===== config.mk =====
export PLATFORM = sky130hd
export DESIGN_NAME = dec_ted_loop
export DESIGN_NICKNAME = d
export VERILOG_FILES = /design/src/rtl/dtl_pkg.sv /design/src/rtl/dtl_history.sv /design/src/rtl/dtl_ted.sv /design/src/rtl/dtl_loop_acc.sv /design/src/rtl/dec_ted_loop.sv
export SDC_FILE = /design/constraint.sdc
export NUM_CORES = 1
export LEC_CHECK = 0
export BUFFER_PORTS_ARGS = -buffer_cell sky130_fd_sc_hd__buf_2
export CORE_MARGIN = 2
export CORE_UTILIZATION = 45
export DETAILED_ROUTE_END_ITERATION = 10
export SLEW_MARGIN = 0
export SYNTH_ARGS = -nofsm -noshare
export SYNTH_HDL_FRONTEND = slang
export SYNTH_SLANG_ARGS = --single-unit

===== constraint.sdc =====
create_clock -name clk -period 1.7 [get_ports clk]
set_input_delay 0.34 -clock clk [delete_from_list [all_inputs] [get_ports clk]]
set_output_delay 0.34 -clock clk [all_outputs]
set_load 0.005 [all_outputs]

===== src/rtl/dtl_pkg.sv =====
package dtl_pkg;

  // One-bit encoding of a decoded antipodal symbol.
  typedef enum logic {
    SYM_PLUS  = 1'b0,
    SYM_MINUS = 1'b1
  } sym_e;

endpackage


===== src/rtl/dtl_history.sv =====
module dtl_history #(
  parameter int SAMP_W = 12
) (
  input  logic              clk,
  input  logic              rst_n,
  input  logic              clr,
  input  logic              vld,
  input  logic [SAMP_W-1:0] smp,
  input  logic              sym,
  output logic [SAMP_W-1:0] prev_smp,
  output logic              prev_sym,
  output logic              have_prev
);

  logic [SAMP_W-1:0] smp_d;
  logic              sym_d;
  logic              have_d;
  logic              hist_en;

  assign hist_en = clr | vld;

  always_comb begin
    smp_d  = prev_smp;
    sym_d  = prev_sym;
    have_d = have_prev;
    if (clr) begin
      smp_d  = '0;
      sym_d  = 1'b0;
      have_d = 1'b0;
    end else if (vld) begin
      smp_d  = smp;
      sym_d  = sym;
      have_d = 1'b1;
    end
  end

  always_ff @(posedge clk or negedge rst_n) begin
    if (!rst_n) begin
      prev_smp  <= '0;
      prev_sym  <= 1'b0;
      have_prev <= 1'b0;
    end else if (hist_en) begin
      prev_smp  <= smp_d;
      prev_sym  <= sym_d;
      have_prev <= have_d;
    end
  end

  // History only moves on a strobe or a clear.
  p_hist_hold_r4: assert property (@(posedge clk) disable iff (!rst_n)
    (!clr && !vld) |=> ($stable(prev_smp) && $stable(prev_sym) && $stable(have_prev)));

  p_hist_clear_r8: assert property (@(posedge clk) disable iff (!rst_n)
    clr |=> (!have_prev && prev_smp == '0));

endmodule


===== src/rtl/dtl_ted.sv =====
module dtl_ted #(
  parameter int SAMP_W = 12,
  parameter int ERR_W  = SAMP_W + 2
) (
  input  logic [SAMP_W-1:0] smp,
  input  logic              sym,
  input  logic [SAMP_W-1:0] prev_smp,
  input  logic              prev_sym,
  input  logic              have_prev,
  output logic [ERR_W-1:0]  err
);

  logic signed [ERR_W-1:0] cur_x;
  logic signed [ERR_W-1:0] old_x;
  logic signed [ERR_W-1:0] cur_term;
  logic signed [ERR_W-1:0] old_term;

  assign cur_x = {{(ERR_W-SAMP_W){smp[SAMP_W-1]}}, smp};
  assign old_x = {{(ERR_W-SAMP_W){prev_smp[SAMP_W-1]}}, prev_smp};

  // Products with a +/-1 symbol collapse to a conditional negation.
  always_comb begin
    cur_term = (prev_sym == dtl_pkg::SYM_MINUS) ? -cur_x : cur_x;
    old_term = (sym == dtl_pkg::SYM_MINUS) ? -old_x : old_x;
    if (have_prev) begin
      err = cur_term - old_term;
    end else begin
      err = '0;
    end
  end

endmodule


===== src/rtl/dtl_loop_acc.sv =====
module dtl_loop_acc #(
  parameter int ERR_W     = 14,
  parameter int GAIN_W    = 8,
  parameter int GAIN_FRAC = 8,
  parameter int CORR_W    = 16
) (
  input  logic              clk,
  input  logic              rst_n,
  input  logic              clr,
  input  logic              vld,
  input  logic [ERR_W-1:0]  err,
  input  logic [GAIN_W-1:0] gain,
  output logic [ERR_W-1:0]  err_q,
  output logic [CORR_W-1:0] corr_q
);

  localparam int PROD_W = ERR_W + GAIN_W + 1;
  localparam int ACC_W  = ((CORR_W > PROD_W) ? CORR_W : PROD_W) + 1;
  localparam logic [ACC_W-1:0] CMAX = {{(ACC_W-CORR_W+1){1'b0}}, {(CORR_W-1){1'b1}}};
  localparam logic [ACC_W-1:0] CMIN = {{(ACC_W-CORR_W+1){1'b1}}, {(CORR_W-1){1'b0}}};

  logic signed [PROD_W-1:0] err_x;
  logic signed [PROD_W-1:0] gain_x;
  logic signed [PROD_W-1:0] prod;
  logic signed [PROD_W-1:0] step;
  logic signed [ACC_W-1:0]  step_x;
  logic signed [ACC_W-1:0]  corr_x;
  logic signed [ACC_W-1:0]  sum;
  logic [CORR_W-1:0]        corr_sat;
  logic [CORR_W-1:0]        corr_d;
  logic [ERR_W-1:0]         err_d;
  logic                     acc_en;

  assign err_x  = {{(PROD_W-ERR_W){err[ERR_W-1]}}, err};
  assign gain_x = {{(PROD_W-GAIN_W){1'b0}}, gain};
  assign prod   = err_x * gain_x;
  assign step   = prod >>> GAIN_FRAC;
  assign step_x = {{(ACC_W-PROD_W){step[PROD_W-1]}}, step};
  assign corr_x = {{(ACC_W-CORR_W){corr_q[CORR_W-1]}}, corr_q};
  assign sum    = corr_x + step_x;

  always_comb begin
    if (sum > $signed(CMAX)) begin
      corr_sat = CMAX[CORR_W-1:0];
    end else if (sum < $signed(CMIN)) begin
      corr_sat = CMIN[CORR_W-1:0];
    end else begin
      corr_sat = sum[CORR_W-1:0];
    end
  end

  assign acc_en = clr | vld;

  always_comb begin
    corr_d = corr_q;
    err_d  = err_q;
    if (clr) begin
      corr_d = '0;
      err_d  = '0;
    end else if (vld) begin
      corr_d = corr_sat;
      err_d  = err;
    end
  end

  always_ff @(posedge clk or negedge rst_n) begin
    if (!rst_n) begin
      corr_q <= '0;
      err_q  <= '0;
    end else if (acc_en) begin
      corr_q <= corr_d;
      err_q  <= err_d;
    end
  end

  p_hold_idle_r4: assert property (@(posedge clk) disable iff (!rst_n)
    (!clr && !vld) |=> ($stable(corr_q) && $stable(err_q)));

  p_no_wrap_hi_r6: assert property (@(posedge clk) disable iff (!rst_n)
    (!clr && vld && corr_q == CMAX[CORR_W-1:0] && !step[PROD_W-1])
      |=> (corr_q == CMAX[CORR_W-1:0]));

  p_no_wrap_lo_r7: assert property (@(posedge clk) disable iff (!rst_n)
    (!clr && vld && corr_q == CMIN[CORR_W-1:0] && (step[PROD_W-1] || step == '0))
      |=> (corr_q == CMIN[CORR_W-1:0]));

  p_zero_gain_r9: assert property (@(posedge clk) disable iff (!rst_n)
    (!clr && gain == '0) |=> $stable(corr_q));

endmodule


===== src/rtl/dec_ted_loop.sv =====
module dec_ted_loop #(
  parameter int SAMP_W    = 12,
  parameter int GAIN_W    = 8,
  parameter int GAIN_FRAC = 8,
  parameter int CORR_W    = 16
) (
  input  logic                clk,
  input  logic                rst_n,
  input  logic                clr,
  input  logic                smp_vld,
  input  logic [SAMP_W-1:0]   smp,
  input  logic                ref_sym,
  input  logic [GAIN_W-1:0]   gain,
  output logic [SAMP_W+1:0]   err_o,
  output logic [CORR_W-1:0]   corr_o
);

  localparam int ERR_W = SAMP_W + 2;

  // Reset: asserted asynchronously, released through two flops.
  logic rst_meta_n;
  logic rst_s_n;

  always_ff @(posedge clk or negedge rst_n) begin
    if (!rst_n) begin
      rst_meta_n <= 1'b0;
      rst_s_n    <= 1'b0;
    end else begin
      rst_meta_n <= 1'b1;
      rst_s_n    <= rst_meta_n;
    end
  end

  logic [SAMP_W-1:0] prev_smp;
  logic              prev_sym;
  logic              have_prev;
  logic [ERR_W-1:0]  err_now;

  dtl_history #(
    .SAMP_W (SAMP_W)
  ) u_hist (
    .clk       (clk),
    .rst_n     (rst_s_n),
    .clr       (clr),
    .vld       (smp_vld),
    .smp       (smp),
    .sym       (ref_sym),
    .prev_smp  (prev_smp),
    .prev_sym  (prev_sym),
    .have_prev (have_prev)
  );

  dtl_ted #(
    .SAMP_W (SAMP_W),
    .ERR_W  (ERR_W)
  ) u_ted (
    .smp       (smp),
    .sym       (ref_sym),
    .prev_smp  (prev_smp),
    .prev_sym  (prev_sym),
    .have_prev (have_prev),
    .err       (err_now)
  );

  dtl_loop_acc #(
    .ERR_W     (ERR_W),
    .GAIN_W    (GAIN_W),
    .GAIN_FRAC (GAIN_FRAC),
    .CORR_W    (CORR_W)
  ) u_acc (
    .clk    (clk),
    .rst_n  (rst_s_n),
    .clr    (clr),
    .vld    (smp_vld),
    .err    (err_now),
    .gain   (gain),
    .err_q  (err_o),
    .corr_q (corr_o)
  );

  p_clear_zero_r8: assert property (@(posedge clk) disable iff (!rst_s_n)
    clr |=> (err_o == '0 && corr_o == '0));

  p_first_zero_r3: assert property (@(posedge clk) disable iff (!rst_s_n)
    (smp_vld && !clr && !have_prev) |=> (err_o == '0 && $stable(corr_o)));

  // An unchanged pair carries no timing information.
  p_repeat_zero_r2: assert property (@(posedge clk) disable iff (!rst_s_n)
    (smp_vld && !clr && have_prev && smp == prev_smp && ref_sym == prev_sym)
      |=> (err_o == '0));

endmodule


======== Word level (Yosys, flattened, before mapping) ========
Cells that the tools add are included.
Widths: inputs -> output; s select.
storage, ports and cells
  flip-flop bits (word level) ............. 46
  latch bits .............................. 0
  bits in writable memories ............... 0
  memory bits (read-only) ................. 0
  bits of input ports ..................... 25
  output and inout port bits .............. 30
  logic and storage cells ................. 32
  memories kept ........................... 0
operators by class
  add/sub/neg operators ................... 4
  multiply operators ...................... 1
  div/mod/pow operators ................... 0
  order comparisons ....................... 2
  equal/unequal tests ..................... 0
  shifts and indexed selects .............. 0
  muxes and demuxes ....................... 15
  bitwise gates (word level) .............. 1
  reductions and logical operators ........ 2
operators with widths
  operator              number
  $mux 14               5
  $mux 16               4
  $neg 12->14           2
  $gt 24x16->1 const B  1
  $lt 24x16->1 const B  1
  $mux 12               2
  $mul 14x9->23         1
  $add 16x15->17        1
  $sub 14x14->14        1
  $mux 1                4
  $reduce_and 2->1      1
  $reduce_bool 2->1     1
  $or 1x1->1            1

======== Depth between registers and ports, before layout ========
Gate-level depths: netlist of run 1.
  word-level depth ........................ 11
  depth in mapped cells ................... 39
  gate-level depth less buffers ........... 37

======== By module ========
From an unflattened synthesis of run 1, not the netlist that was laid out.
unflattened totals
  cells, all modules ...................... 865
  area, all modules ....................... 7659.8 µm²
modules (own cells, without submodules)
  module        instances  cells an instance  area each (µm²)  seq. area each (µm²)
  dtl_loop_acc  1          646                5829.3           750.7
  dtl_ted       1          171                1203.7           0.0
  dtl_history   1          45                 573.0            350.3
  dec_ted_loop  1          3                  53.8             50.0

======== Least setup slack after synthesis of run 1 ========
No wires, ideal clock.
  kind .................................... reg2reg
  from .................................... reg u_hist.prev_smp[3]
  to ...................................... reg u_acc.corr_q[10]
  library setup time ...................... 0.138 ns
  arrival ................................. 8.861 ns
  data required time ...................... 1.562 ns
  setup slack ............................. -7.299 ns
  cell stages (with the launch flop) ...... 36
  path buffers ............................ 2
  period minus slack after synthesis ...... 8.999 ns
  cell sequence ........................... dfrtp_1 -> or4_4 -> o31ai_1 -> xor2_1 -> ha_1 -> clkbuf_1 -> and2_1 -> o21a_1 -> or2_2 -> or4_1 -> nand3_1 -> nand2_1 -> fa_1 -> inv_1 -> fa_1 -> fa_1 -> inv_1 -> fa_1 -> inv_1 -> ha_1 -> a21o_1 -> a21o_1 -> a221oi_1 -> o21ai_0 -> or3_1 -> a21oi_1 -> o21ai_0 -> ha_1 -> a21oi_1 -> nand2b_1 -> nor4b_1 -> a22o_1 -> a21oi_2 -> a21oi_1 -> buf_2 -> a211oi_1
between the ends
  longest elaborated chain between the ends .. 11
  elaborated cells on any way between the ends .. 12
  classes of those cells .................. add/sub: 3; mul: 1; order compare: 2; mux: 6
ends and longest elaborated chain
  element                 line                RTL
  start, declared         dtl_history.sv:10   output logic [SAMP_W-1:0] prev_smp,
  start signal, assigned  dtl_history.sv:43   prev_smp <= smp_d;
  $neg 12->14             dtl_ted.sv:24       old_term = (sym == dtl_pkg::SYM_MINUS) ? -old_x : old_x;
  $mux 14 (*)             dtl_ted.sv:24
  $sub 14x14->14 (*)      dtl_ted.sv:26       err = cur_term - old_term;
  $mux 14 (*)             dtl_ted.sv:25       if (have_prev) begin
  $mul 14x9->23 (*)       dtl_loop_acc.sv:36  assign prod = err_x * gain_x;
  $add 16x15->17 (*)      dtl_loop_acc.sv:40  assign sum = corr_x + step_x;
  $lt 24x16->1            dtl_loop_acc.sv:45  end else if (sum < $signed(CMIN)) begin
  $mux 16                 dtl_loop_acc.sv:45
  $mux 16 (*)             dtl_loop_acc.sv:43  if (sum > $signed(CMAX)) begin
  $mux 16 (*)             dtl_loop_acc.sv:60  end else if (vld) begin
  $mux 16 (*)             dtl_loop_acc.sv:57  if (clr) begin
  end signal, assigned    dtl_loop_acc.sv:71  corr_q <= corr_d;
  end, declared           dtl_loop_acc.sv:14  output logic [CORR_W-1:0] corr_q
Mark *: on every way between the ends. The rest lies on a longest branch, timed or not. The select of a mux whose other input is x is not followed.
A chain may end at the register's enable or synchronous reset.

======== Worst setup path in the final report of run 1 ========
  from .................................... reg u_hist.prev_smp[6]
  to ...................................... reg u_acc.corr_q[2]
The elaborated chain is that of the path after synthesis.

==> results.tsv, run 1 <==
stage	metric	value	unit
timing	FMAX	118.7	MHz
timing	Setup Viol. Count Final	29	
synth	Synth area leaders	fa_1 23%, dfrtp_1 15%, ha_1 12%	
critical_path	CP startpoint kind	register	
placement	Post-DP Area	0.01051	mm²
route	Via Count	7528	
critical_path	slowest stage cell, crit path	or4_4	
synth	syn nets	1106	
synth	Seq/Total Area, Yosys	14.72	%
route	Vias/cell	5.221	
critical_path	Max FO, Critical Path	8	
worst_hold_path	HP Class	register to asynchronous set/reset pin	
timing	worst-margin pin slew	595.7	ps
layout	antenna diode count	0	
critical_path	CP Data Required Time	1910	ps
layout	area grow syn2layout	46.95	%
layout	layout cells sized above 1	39.03	%
timing	final worst slack	-6723	ps
synth	main combinational cell family by area after synthesis	adder cells	
timing	Slew HR	60.24	%
floorplanning	Core Region	0.01712	mm²
clock_network	CTS Sinks	46	
timing	final hold violations	0	
clock_network	CTS Buf Count	5	
global_route	Overall Global Routing Usage	25.72	%
clock_network	clock root buffer	clkbuf_16	
synth	post-synthesis mux area share	2.688	%
layout	footprint of the multi-input gates	0.006852	mm²
timing	RSZ-0062 raised after global routing	true	
critical_path	Worst setup EP type	register	
flow_run	max cap viols	0	
synth	post-synthesis compound-gate area fraction	14.51	%
placement	port bufs	54	
timing	Hold WS	273.2	ps
critical_path	max incr delay on CP	590	ps
layout	most common cell after layout, fill and taps aside	buf_4	
synth	distinct cell type count after synthesis	65	
synth	Gate Count Post-Synth	916	
placement	dpl cells	1406	
clock_network	clk_lat worst skew	300	ps
global_route	pin count of the biggest net entering global routing	37	
synth	Yosys warnings	0	
global_route	first-pass GRT wire length	37560	µm
timing	min cycle time layout	8423	ps
layout	commonest non-fill, non-tap cells in the layout	237 x buf_4, 132 x inv_1, 88 x fa_1	
status	failing checks	setup timing	
floorplanning	number of I/O pins	55	
floorplanning	initial core utilization	45.68	%
synth	Simple-Gate Fraction of Synth Area	17.91	%
route	drt drc	0	
synth	Syn Area/Cell	8.536	µm²
critical_path	cell mode on critical path	fa_1	
layout	final-stage net count	1406	
synth	Mapped Area	0.007819	mm²
critical_path	WP data arrival	8630	ps
critical_path	worst setup path category	register to register	
synth	ys async rst share	100.0	%
timing	Slew Limit Fails	0	
synth	XOR/XNOR Fraction of Synth Area	6.609	%
route	Antenna Nets Post-Route	0	
global_route	number of global-route vias before repair	7801	
placement	gpl congestion	0.9081	
placement	Post-DP HPWL	18540	µm
critical_path	FF-to-FF setup slack	-6720	ps
layout	design area	0.01149	mm²
layout	fillcell total	1423	
synth	ys flop type	dfrtp_1	
floorplanning	die area	0.01845	mm²
clock_network	H-tree depth	2	
synth	Yosys reg bits	46	
route	Pre-antenna DRT Iters	5	
synth	Post-Synth Adder-Cell Area	35.14	%
timing	Final period util	495.5	%
clock_network	CTS clk-pin slew, worst paths	70	ps
synth	Synth area leader	fa_1	
status	status	finished, violations left	
global_route	initial antenna violation count	0	
floorplanning	DIE HEIGHT	135.8	µm
route	Detailed Route WL	23240	µm
layout	final cell utilization of the core	67.13	%
floorplanning	row cnt	48	
floorplanning	die width	135.8	µm
timing	Worst Skew	9.258	ps
synth	EDFF count, synth	0	
layout	Seq. cell area	0.001154	mm²
layout	Cell Count, Final, Fillers Out	1442	
synth	Yosys top cell area share	23.30	%
clock_network	CTS tree	done	
route	WL/cell	16.11	µm
clock_network	CTS max path bufs	2	
route	Initial DRC Count	321	
global_route	GRT overflow	0	
-- what timing repair did --
action / 4_1_cts / 5_1_grt
pin swaps: 49 / 49
setup buffers: 15 / 14
endpoints found under the hold margin: 2 / 0
gates resized for setup: 84 / 51
cloned: 3 / 0
hold buffers: 1 / 0
setup endpoints to repair: 29 / 30
-- metal layers --
metal / global-route usage (%) / share of wire, % / vias to the layer above
li1: - / - / 3633
met1: 32.76 / 42 / 3711
met2: 47.19 / 52 / 157
met3: 2.834 / 4.1 / 27
met4: 5.150 / 2.1 / 0
met5: 0 / 0 / -
-- layout make-up --
class / count / area share, %
well taps: 225 / 2.450
flip-flops and latches: 46 / 10.04
clock inverters: 3 / 0.3811
repair buffers: 325 / 21.72
multi-input cells: 696 / 59.63
inverters: 142 / 4.683
clock buffers: 5 / 1.089
-- worst paths after layout --
kind                               startpoint          endpoint  depth (start not counted)
setup / recovery           u_hist.prev_smp[6]   u_acc.corr_q[2]                         33
hold / removal                        rst_s_n  u_acc.corr_q[14]                          0
setup reg to reg           u_hist.prev_smp[6]   u_acc.corr_q[2]                         33
hold reg to reg                       rst_s_n  u_acc.corr_q[14]                          0
max in group asynchronous             rst_s_n  u_hist.have_prev                          1
min in group clk                   rst_meta_n           rst_s_n                          0
-- synth_stat cells, types with 10 or more instances --
cell type and number:
inv_1 141, fa_1 91, nand2_1 79, nor2_1 78, ha_1 74, dfrtp_1 46
and2_1 37, xnor2_1 37, o21ai_0 36, a21oi_1 32, clkbuf_1 25, nand3_1 24
mux2i_1 21, a211oi_1 19, xor2_1 17, o21a_1 15, and3_1 11, nor3_1 11
nand2b_1 10
-- per-stage QoR --
stage,TNS (ps),setup slack (ps)
final,-121170,-6723
after global routing,-128100,-7062
after CTS,-120020,-6638
after detailed placement,-125080,-6942
after global placement,-122540,-6762
after floorplan,-114550,-6570
-- critical path, delay by kind of cell, from the launching register on --
family,cells,cell delay (ps)
AOI/OAI and AO/OA,12,2270
xor gates and xnor gates,3,550
adders and majority gates,7,2770
buffers and inverters,4,320
DFF,1,390
and+or+nand+nor,7,2000
-- kinds of logic (layout without fill, tap and decap cells) --
logic type      Yosys count  in the layout
xor+xnor                 56             56
other cells               1              1
flops                    46             46
compound gates          166            166
simple gates            287            287
mux                      21             21
buf+inv                 174            475
fa+ha+maj               165            165
-- state kept, by name (all words and copies together) (netlist names) --
register          cells
u_acc.corr_q         16
u_acc.err_q          14
u_hist.prev_smp      12
rst_meta_n            1
rst_s_n               1
u_hist.have_prev      1
u_hist.prev_sym       1
Power of run 1 is not shown: default switching activity piles up to over one toggle a cycle in this logic, so the estimate is an artifact.
==> run 2, diff against run 1 <==
==> constraint.sdc (replaced) <==
create_clock -name clk -period 1.7 [get_ports clk]
set_input_delay 0.085 -clock clk [delete_from_list [all_inputs] [get_ports clk]]
set_output_delay 0.085 -clock clk [all_outputs]
set_load 0.005 [all_outputs]
==> results.tsv, run 2 (same netlist as run 1, synthesis figures left out) <==
stage	metric	value	unit	change
layout	most common cell after layout, fill and taps aside	buf_4		
route	Detailed Route WL	23740	µm	+2.2%
clock_network	clock root buffer	clkbuf_16		
global_route	number of global-route vias before repair	7633		-2.2%
placement	gpl congestion	0.8951		-1.4%
route	metal1 wirelength	10390	µm	+6.8%
layout	Cell Count, Final, Fillers Out	1457		+1.0%
layout	layout cells sized above 1	41.96	%	+2.9 points
worst_hold_path	HP Class	input port to asynchronous set/reset pin		
layout	antenna diode count	0		unchanged
flow_run	max cap viols	0		unchanged
route	WL/cell	16.29	µm	+1.1%
timing	Setup Viol. Count Final	29		unchanged
clock_network	CTS max path bufs	2		unchanged
critical_path	CP startpoint kind	register		
timing	FMAX	118.3	MHz	-0.32%
clock_network	CTS tree	done		
timing	final worst slack	-6750	ps	-27.26 ps
floorplanning	die width	135.8	µm	unchanged
floorplanning	Core Region	0.01712	mm²	unchanged
timing	Slew Limit Fails	0		unchanged
critical_path	delay-heaviest family, CP	adder cells		
timing	Worst Skew	6.058	ps	-3.199 ps
global_route	GRT overflow	0		unchanged
route	Vias/cell	5.211		-0.19%
timing	Setup Total Neg Slack	-122630	ps	-1464 ps
clock_network	clk_lat worst skew	300	ps	about the same
critical_path	CP Data Required Time	1910	ps	about the same
timing	worst-margin pin slew	536.8	ps	-58.95 ps
timing	min cycle time layout	8450	ps	+27.26 ps
critical_path	slowest stage cell, crit path	fa_1		
status	status	finished, violations left		
critical_path	WP data arrival	8660	ps	+30 ps
global_route	initial antenna violation count	0		unchanged
placement	port bufs	54		unchanged
layout	Most flops, register	u_acc.corr_q		
critical_path	Max FO, Critical Path	6		-2
global_route	Overall Global Routing Usage	25.67	%	-0.054 points
critical_path	Buf/Inv on CP	7		+3
route	DR WL met2	12020	µm	-0.22%
critical_path	max incr delay on CP	560	ps	-30 ps
route	Initial DRC Count	345		+7.5%
route	Antenna Nets Post-Route	0		unchanged
timing	Hold WS	82.77	ps	-190.5 ps
placement	Post-DP HPWL	18500	µm	-0.19%
layout	max FFs per register	16		unchanged
layout	commonest non-fill, non-tap cells in the layout	249 x buf_4, 129 x inv_1, 88 x fa_1		
clock_network	CTS clk-pin slew, worst paths	70	ps	about the same
layout	area grow syn2layout	51.02	%	
floorplanning	number of I/O pins	55		unchanged
clock_network	CTS Buf Count	5		unchanged
floorplanning	DIE HEIGHT	135.8	µm	unchanged
clock_network	CTS Sinks	46		unchanged
route	Pre-antenna DRT Iters	7		+2
status	failing checks	setup timing		
clock_network	H-tree depth	2		unchanged
timing	Final period util	497.1	%	+1.6 points
floorplanning	initial core utilization	45.68	%	unchanged
layout	final-stage net count	1421		+1.1%
floorplanning	die area	0.01845	mm²	unchanged
floorplanning	row cnt	48		unchanged
critical_path	worst setup path category	register to register		
timing	Slew HR	64.18	%	+3.9 points
global_route	pin count of the biggest net entering global routing	43		+16%
timing	final hold violations	0		unchanged
route	met3 wire length	1130	µm	+17%
global_route	first-pass GRT wire length	37310	µm	-0.68%
layout	Largest regs	u_acc.corr_q (16), u_acc.err_q (14), u_hist.prev_smp (12)		
critical_path	Worst setup EP type	register		
route	Highest Signal Layer	met4		
placement	dpl cells	1411		+0.36%
route	Via Count	7592		+0.85%
timing	RSZ-0062 raised after global routing	true		
route	drt drc	0		unchanged
## run 2: cell types whose count changed in the layout (fill, tap and decap cells not counted), sizes merged
cell,delta
clkbuf,+2
buf,+14
bufinv,-1
inv,-1
clkinv,+1
## run 2: cell type report
class	count	area, µm²
Multi-Input combinational cell	696	7069
Fill cell	1341	5309
Timing Repair Buffer	340	2629
Sequential cell	46	1152
Inverter	142	533.0
Tap cell	225	281.5
Clock buffer	6	128.9
Clock inverter	2	13.76
## run 2: per-layer routing
metal / track usage, % / vias up
met5: 0 / -
met3: 4.623 / 15
met2: 44.00 / 164
met1: 34.61 / 3746
met4: 4.109 / 0
li1: - / 3667
## run 2: path summary, 6_finish.rpt
check,from,to,cells after the start,slack (ps)
worst max-delay path,u_hist.prev_smp[0],u_acc.corr_q[9],36,-6750
worst min-delay path,rst_n,rst_meta_n,2,80
worst max register to register,u_hist.prev_smp[0],u_acc.corr_q[9],36,-6750
worst min register to register,rst_s_n,u_acc.corr_q[13],0,250
max in group asynchronous,rst_s_n,u_acc.err_q[8],1,920
min in group clk,smp[9],u_hist.prev_smp[9],4,150
## run 2: repair_timing
item                       4_1_cts  5_1_grt
hold endpoints to repair         2        0
buffers inserted                21       19
gates resized for setup        105       85
cloned                           3        0
setup endpoints to repair       29       30
pin swaps                       58       69
hold buffers                     1        0
## run 2: stage by stage
stage	util, %	cell area [µm²]	setup slack [ps]
after CTS	66.21	11330	-6602
after floorplan	-	8144	-6570
final	68.98	11810	-6750
after global routing	68.98	11810	-7079
after detailed placement	61.14	10470	-6756
after global placement	61.14	10470	-6728
Power of run 2 is left out for the same reason.
